<file path="config.mk">
export PLATFORM = sky130hd
export DESIGN_NAME = ctx_switch_resolver
export DESIGN_NICKNAME = d
export VERILOG_FILES = /design/src/rtl/ctx_switch_resolver.sv
export SDC_FILE = /design/constraint.sdc
export NUM_CORES = 1
export LEC_CHECK = 0
export BUFFER_PORTS_ARGS = -buffer_cell sky130_fd_sc_hd__buf_2
export CAP_MARGIN = 20
export CORE_ASPECT_RATIO = 1.4
export CORE_MARGIN = 1
export CORE_UTILIZATION = 59
export DETAILED_ROUTE_END_ITERATION = 10
export MAX_ROUTING_LAYER = met4
export PLACE_DENSITY_LB_ADDON = 0.1
export SYNTH_ARGS = -nofsm -noshare
export SYNTH_HDL_FRONTEND = slang
export SYNTH_SLANG_ARGS = --single-unit
</file>
<file path="constraint.sdc">
create_clock -name clk -period 3.5 [get_ports clk]
set_clock_uncertainty 0.05 [all_clocks]
set_input_delay 0.525 -clock clk [delete_from_list [all_inputs] [get_ports clk]]
set_output_delay 0.525 -clock clk [all_outputs]
set_load 0.05 [all_outputs]
</file>
<file path="src/rtl/ctx_switch_resolver.sv">
module ctx_switch_resolver #(
  parameter int NCTX = 4,
  localparam int CW = (NCTX > 1) ? $clog2(NCTX) : 1
) (
  input  logic          clk,
  input  logic          rst_n,
  input  logic          hw_req,
  input  logic [CW-1:0] hw_ctx,
  input  logic          sw_req,
  input  logic [CW-1:0] sw_ctx,
  input  logic          ret_req,
  output logic [CW-1:0] cur_ctx,
  output logic          rr_we,
  output logic [CW-1:0] rr_idx,
  output logic [CW-1:0] rr_ctx,
  output logic          ret_sub,
  output logic [CW-1:0] ret_tgt
);

  logic [CW-1:0]   cur_q;
  logic [CW-1:0]   origin_q [NCTX];
  logic [CW-1:0]   rr_q     [NCTX];
  logic [NCTX-1:0] pend_q;
  logic [CW-1:0]   nxt;

  assign cur_ctx = cur_q;
  assign rr_we   = hw_req & sw_req;
  assign rr_idx  = hw_ctx;
  assign rr_ctx  = sw_ctx;
  assign ret_sub = ret_req & pend_q[cur_q];
  assign ret_tgt = pend_q[cur_q] ? rr_q[cur_q] : origin_q[cur_q];

  always_comb begin
    if (hw_req)       nxt = hw_ctx;
    else if (sw_req)  nxt = sw_ctx;
    else if (ret_req) nxt = ret_tgt;
    else              nxt = cur_q;
  end

  always_ff @(posedge clk) begin
    if (!rst_n) begin
      cur_q  <= '0;
      pend_q <= '0;
      for (int i = 0; i < NCTX; i++) begin
        origin_q[i] <= '0;
        rr_q[i]     <= '0;
      end
    end else begin
      cur_q <= nxt;
      if (hw_req) begin
        origin_q[hw_ctx] <= cur_q;
        pend_q[hw_ctx]   <= sw_req;
        if (sw_req) rr_q[hw_ctx] <= sw_ctx;
      end else if (ret_sub) begin
        pend_q[cur_q] <= 1'b0;
      end
    end
  end

endmodule

</file>
* Word-level counts from Yosys, hierarchy flattened
Memories as Yosys holds them, arrays and structs flattened. A register that Yosys moved wholly into a read port is not among the register bits.
Cells that the tools add are included.
** Word-level totals
- Memories kept :: 2
- Bits in writable memories :: 16
- Output and inout port bits :: 10
- Register bits :: 6
- Input port bits :: 9
** Operators by class
- Order comparisons :: 4
- Muxes and demuxes :: 31
- Reductions and logical operators :: 6
- Bitwise gates (word level) :: 4
** Memories
- origin_q :: words 4, width 2, read ports 1, clocked after memory_dff 1, wr ports 4, line 21 : logic [CW-1:0] origin_q [NCTX];
- rr_q :: words 4, width 2, read ports 1, clocked after memory_dff 1, wr ports 4, line 22 : logic [CW-1:0] rr_q [NCTX];
** Operator list (count)
- $mux W2 :: 12
- $mux W1 :: 13
- $mux W4 :: 2
- $lt A2 B3 Y1 const B :: 2
- $and A4 B4 Y4 :: 1
- $bwmux W4 :: 1
- $demux W1 S2 :: 2
- $ge A2 B1 Y1 const B :: 2
- $not A4 Y4 :: 1
- $reduce_or A2 Y1 :: 2
- $reduce_bool A3 Y1 :: 1
- $and A1 B1 Y1 :: 2
- $bmux W1 S2 :: 1
- $logic_and A1 B1 Y1 :: 2
- $reduce_bool A2 Y1 :: 1

* Longest topological paths before layout
Gate-level depths: netlist (run 1).
- Depth in word-level cells :: 8
- Mapped depth :: 6

* Worst setup path after synthesis (run 1)
Ideal clock, no wire load.
- Path type :: flip-flop to output port
- Start point :: register cur_q[0], in the netlist cur_ctx[0]
- End point :: output port ret_tgt[0]
- Cell stages (with the launch flop) :: 3
- Slack :: 1170 ps
- Buffers on the path :: 0
- Arrival time :: 1755 ps
- Cells stage by stage :: dfxtp_1 mux4_2 mux2_4
** On the way
- Word-level cells in the longest chain between the ends :: 3
** Ends and longest elaborated chain
- start, declared :: line 20 : logic [CW-1:0] cur_q;
- start signal, assigned :: line 49 : cur_q <= nxt;
- $bmux W1 S2 :: line 31 : assign ret_tgt = pend_q[cur_q] ? rr_q[cur_q] : origin_q[cur_q];
- $mux W1 (not written as such) :: line 31
- $mux W2 :: line 31
- end, declared :: line 17 : output logic [CW-1:0] ret_tgt
No other way between the ends. The select of a mux whose other input is x is not followed.

* Final worst setup path (run 1)
- Start point :: register cur_q[0], in the netlist cur_ctx[0]
- End point :: output port ret_tgt[1]
Same word-level chain as after synthesis.

==> impl_metrics.py, run 1 <==
metrics = {
    "outcome": {
        "status": "completed",
    },
    "yosys": {
        "yosys-top-cells-area": "edfxtp_1, dfxtp_1, mux4_2",
        "ys_ff_latch": 24,
        "syn_area_per_cell_um2": 10.62,
        "synth-main-ff-cell": "edfxtp_1",
        "yosys-top-cells-count": "edfxtp_1, nand2_1, nor2_1, dfxtp_1",
        "synth_edf_count": 16,
        "synth_area_um2": 1211,
        "ys_types": 27,
        "synth_cells": 114,
        "yosysWarnings": 0,
        "yosysTopAreaCell": "edfxtp_1",
        "ys_seq_area_frac": 0.5289,
        "synth.most_common_cell": "edfxtp_1",
        "synthesis.nets": 123,
        "ys_async_sr_fraction": 0,
        "synth_top_area_frac": 0.3967,
    },
    "worst_setup_path": {
        "path_max_fanout": 7,
        "r2r_setup_slack_ps": 1650,
        "cp-end-kind": "output port",
        "cp-start-kind": "flop",
        "worstReg2RegStart": "cur_ctx[0]",
        "worstPathCellList": "mux4_2 -> mux2_4 -> buf_2",
        "crit_required_ps": 2920,
        "crit_start": "cur_ctx[0]",
        "cpLargestDelayFamily": "multiplexers",
        "path_class": "flop to output port",
        "slowest_stage": "mux4_2",
        "slowest_delay_ps": 630,
        "reg2reg_depth": 4,
        "critPathBufInv": 1,
        "crit_arrival_ps": 1960,
    },
    "cts": {
        "cts_buffer_depth": 2,
        "cts_resized": 0,
        "clock_latency_ps": 310,
        "cts_buffers": 3,
        "post-cts-setup-buffers": 0,
        "htree_levels": 1,
        "cts.sinks": 24,
        "clk_pin_slew_ps": 120,
        "cts_tree": "built",
        "cts_root_buffer": "clkbuf_4",
        "ctsHoldBuffers": 0,
    },
    "power_and_ir_drop": {
        "powerDensity_nw_per_um2": 434.8,
        "p_leak_nw": 0.5126,
        "ir_drop_v": 0.0002812,
    },
    "route": {
        "dr.first_iter.drc_count": 76,
        "first_pass_iters": 4,
        "wire_per_inst_um": 16.58,
        "via_per_inst": 6.253,
        "route.antenna.remaining_nets": 0,
        "wirelength_mm": 2.421,
        "vias": 913,
        "drc_errors": 0,
    },
    "floorplan": {
        "rows": 19,
        "ios": 19,
        "initial_core_util": 0.6213,
        "die_h_um": 55.61,
        "core_region_area_um2": 1949,
        "die_w_um": 40.29,
        "die-area_um2": 2241,
    },
    "sta": {
        "hold_viol": 0,
        "fin_crit_sh": 0.7239,
        "fmax_mhz": 394.7,
        "relSlewSlack": 0.7394,
        "maxSlewViolCount": 0,
        "rsz0062_at_grt": "false",
        "finalSetupViolCount": 0,
        "setup_tns_ps": 0,
        "setup_ws_ps": 966.5,
        "period_minus_slack_ps": 2534,
        "worstMarginPinSlew_ps": 386.8,
    },
    "global_routing": {
        "grt_pass1_wl_mm": 3.643,
        "grtUsageTotal": 0.2488,
        "grt-ovfl-total": 0,
        "grt_max_degree": 21,
        "antenna_found_initial": 0,
        "grt_pass1_vias": 806,
    },
    "cells_and_area": {
        "nets": 135,
        "drive_above_1_share": 0.2480,
        "diodes": 0,
        "final_util": 0.6656,
        "syn_to_final_growth_pct": 7.128,
    },
    "min_path": {
        "worstHoldStart": "pend_q[1]",
        "holdPathStages": 2,
        "worstHoldEndpoint": "pend_q[1]",
        "hold_path_class": "flop to flop",
    },
    "placement": {
        "io_buffers": 18,
        "place_ws_ps": 1331,
        "globalplace.congestion": 0.8144,
        "post-dp-hpwl_mm": 1.889,
    },
    "run": {
        "drv_cap": 0,
    },
}
==> cells by family after synthesis <==
logic type | after synthesis | share of synthesized area
simple gates | 48 | 0.1942
mux | 7 | 0.1178
buf+inv | 17 | 0.06509
compound gates | 18 | 0.09402
flops | 24 | 0.5289
==> power by group <==
group	switching [mW]	internal, mW
registers	0.0127	0.320
logic	0.0735	0.0370
clock network	0.0793	0.0417
==> metrics by stage <==
stage / total power, mW / hold slack [ps] / area (µm²) / std cells
3_3_place_gp: 0.4461 / 438.1 / 1271 / 142
4_1_cts: 0.5590 / 461.3 / 1297 / 146
6_report: 0.5642 / 462.3 / 1297 / 146
5_1_grt: 0.5793 / 475.6 / 1297 / 146
2_1_floorplan: 0.4237 / 390.3 / 1211 / 114
3_5_place_dp: 0.4485 / 442.7 / 1271 / 142
==> worst reg2reg max path: stages (launching register included) <==
cell     delay [ps]
dfxtp_1         480
mux4_2          630
mux2_4          330
a21oi_1         170
nor2_1           90
==> registers in the layout, indices dropped and copies added (netlist names), named ones only <==
signal	flops
cur_ctx	2
origin_q	8
pend_q	4
rr_q	8
==> metal layers <==
metal  vias to the layer above  routed length (µm)  track usage  part of all wire
met1                       430                 948       0.3306              0.39
met5                         -                   0            -                 0
met4                         0                  51       0.1095             0.021
li1                        429                   -            -                 -
met2                        47                1261       0.3756              0.52
met3                         7                 160      0.02800             0.066
==> layout make-up <==
cell class              count  area (µm²)
fillers                   160       651.9
well taps                  21       26.28
clock buffers               3       22.52
inverters                   6       22.52
clock inverters             1       3.754
flip-flops and latches     24       640.6
multi-input cells          73       491.7
repair buffers             18       90.09
==> layout by cell type, fill, tap and decap left out, types with 2 or more instances in the layout <==
master | synthesis | final
buf_2 | 0 | 18
edfxtp_1 | 16 | 16
nand2_1 | 12 | 12
nor2_1 | 11 | 11
dfxtp_1 | 8 | 8
o21ai_0 | 7 | 7
inv_1 | 6 | 6
nand3_1 | 6 | 6
mux4_2 | 5 | 5
nand4_1 | 4 | 4
nor3_1 | 4 | 4
a21oi_1 | 4 | 4
nand2b_1 | 3 | 3
clkbuf_4 | 0 | 3
and2_1 | 2 | 2
mux2_4 | 2 | 2
nor2b_1 | 2 | 2
o221ai_1 | 2 | 2
==> worst max-delay path by stage <==
stage	to	slack (ps)	cells past startpoint
after CTS	ret_tgt[0]	980	3
after detailed placement	ret_tgt[0]	1330	3
after floorplan	ret_tgt[0]	1170	2
after global routing	ret_tgt[0]	910	3
final	ret_tgt[1]	970	3
after global placement	ret_tgt[0]	1380	3
(Power assumes the default switching activity.)
==> run 2: changes to the inputs <==
Settings changed: CORE_UTILIZATION 59 to 54.
Clock period 3.5 ns to 2.4 ns, I/O delays scaled along.
==> impl_metrics.py, run 2 (synthesis gave the netlist of run 1 again) <==
metrics = {
    "worst_setup_path": {
        "crit_arrival_ps": 1870,
        "cp-start-kind": "flop",
        "path_max_fanout": 7,
        "r2r_end": "cur_ctx[0]",
        "path_class": "flop to output port",
        "worstReg2RegStart": "cur_ctx[0]",
        "crit_required_ps": 1990,
        "cp-end-kind": "output port",
        "r2r_setup_slack_ps": 620,
        "reg2reg_depth": 4,
    },
    "sta": {
        "period_minus_slack_ps": 2279,
        "fmax_mhz": 438.8,
        "worstMarginPinSlew_ps": 417.8,
        "fin_crit_sh": 0.9497,
        "hold_viol": 0,
        "finalSetupViolCount": 0,
        "setup_tns_ps": 0,
        "maxSlewViolCount": 0,
        "relSlewSlack": 0.7185,
        "holdWs_ps": 379.7,
        "rsz0062_at_grt": "false",
    },
    "placement": {
        "globalplace.congestion": 0.8422,
        "io_buffers": 18,
        "post-dp-hpwl_mm": 1.777,
    },
    "cells_and_area": {
        "syn_to_final_growth_pct": 9.401,
        "layout_common_cells": "buf_2, edfxtp_1, nand2_1",
        "diodes": 0,
        "nets": 135,
        "drive_above_1_share": 0.2640,
        "reg.largest.list": "origin_q (8), rr_q (8), pend_q (4)",
        "final_common_cell": "buf_2",
    },
    "cts": {
        "cts_root_buffer": "clkbuf_4",
        "cts.sinks": 24,
        "cts_buffer_depth": 2,
        "cts_tree": "built",
        "cts_buffers": 3,
        "clock_latency_ps": 310,
        "clk_pin_slew_ps": 130,
        "post-cts-setup-buffers": 0,
        "htree_levels": 1,
    },
    "route": {
        "route.antenna.remaining_nets": 0,
        "via_per_inst": 6.055,
        "dr.first_iter.drc_count": 51,
        "wirelength_mm": 2.415,
        "first_pass_iters": 4,
        "wire_per_inst_um": 16.54,
        "drc_errors": 0,
        "vias": 884,
    },
    "floorplan": {
        "die-area_um2": 2439,
        "die_h_um": 58.04,
        "core_region_area_um2": 2044,
        "die_w_um": 42.03,
        "initial_core_util": 0.5924,
        "rows": 19,
        "ios": 19,
    },
    "power_and_ir_drop": {
        "clockPowerShare": 0.306,
        "switching_share": 0.2593,
        "seqPwrFrac": 0.522,
        "p_leak_nw": 0.5254,
        "switching_power_mw": 0.2415,
        "p_int_mw": 0.6897,
        "pwr-share-comb": 0.172,
        "ir_drop_v": 0.0003590,
        "powerDensity_nw_per_um2": 702.8,
    },
    "global_routing": {
        "use_met3": 0.02804,
        "grt-busiest-layer": "met2",
        "antenna_found_initial": 0,
        "met2_usage": 0.3705,
        "grt_pass1_wl_mm": 3.822,
        "grt_pass1_vias": 824,
        "grtUsageTotal": 0.2200,
        "grt-ovfl-total": 0,
        "use_met1": 0.2737,
        "grt_max_degree": 21,
    },
    "min_path": {
        "worstHoldStart": "hw_req",
        "worstHoldEndpoint": "pend_q[2]",
        "holdPathStages": 2,
        "hold_path_class": "input pin to flop",
    },
    "outcome": {
        "status": "completed",
    },
    "run": {
        "drv_cap": 0,
    },
}
-- run 2: cell count changes in the layout (fill, tap and decap cells not counted) --
cell	previous run	this run
bufinv_16	0	1
dfxtp_2	0	1
dfxtp_1	8	7
clkinv_1	1	0
-- run 2: worst max path at each step --
stage                          start  slack (ps)          to
after floorplan           cur_ctx[0]         240  ret_tgt[0]
after global placement    cur_ctx[0]         450  ret_tgt[0]
after detailed placement  cur_ctx[0]         390  ret_tgt[0]
after CTS                 cur_ctx[0]          30  ret_tgt[0]
after global routing      cur_ctx[0]          50  ret_tgt[0]
final                     cur_ctx[0]         120  ret_tgt[0]
-- run 2: final cells by class --
class,instances,area (µm²)
Clock buffer,3,22.52
Clock inverter,1,30.03
Fill cell,168,719.4
Inverter,6,22.52
Multi-Input combinational cell,73,491.7
Sequential cell,24,641.9
Tap cell,21,26.28
Timing Repair Buffer,18,90.09
-- run 2: what timing repair did --
action                     4_1_cts  5_1_grt
setup endpoints to repair        0        2
hold buffers                     0        0
resized for setup                0        1
-- run 2: per-layer routing --
metal	part of all wire	wire [µm]
met1	0.44	1059
met2	0.51	1227
met3	0.047	113
met4	0.0062	15
met5	0	0
-- run 2: power by group through the flow --
stage	sequential, mW	clock (mW)	combinational, mW
final	0.486	0.285	0.160
after global routing	0.489	0.307	0.169
after CTS	0.486	0.286	0.159
after detailed placement	0.495	0	0.158
after global placement	0.494	0	0.157
after floorplan	0.499	0	0.119
-- run 2: through the flow --
step / power (mW) / cell area [µm²] / std cells / util / setup slack (ps)
floorplan: 0.6179 / 1211 / 114 / - / 235.4
global placement: 0.6509 / 1271 / 142 / 0.6218 / 449.7
detailed placement: 0.6529 / 1271 / 142 / 0.6218 / 390.0
CTS: 0.9302 / 1324 / 146 / 0.6475 / 34.04
global route: 0.9650 / 1325 / 146 / 0.6481 / 54.38
finish: 0.9312 / 1325 / 146 / 0.6481 / 120.8
-- run 2: worst max-delay path, cell delays in order (launching register included) --
cell and delay, ps:
dfxtp_2 410, mux4_2 600, mux2_4 340, buf_2 210
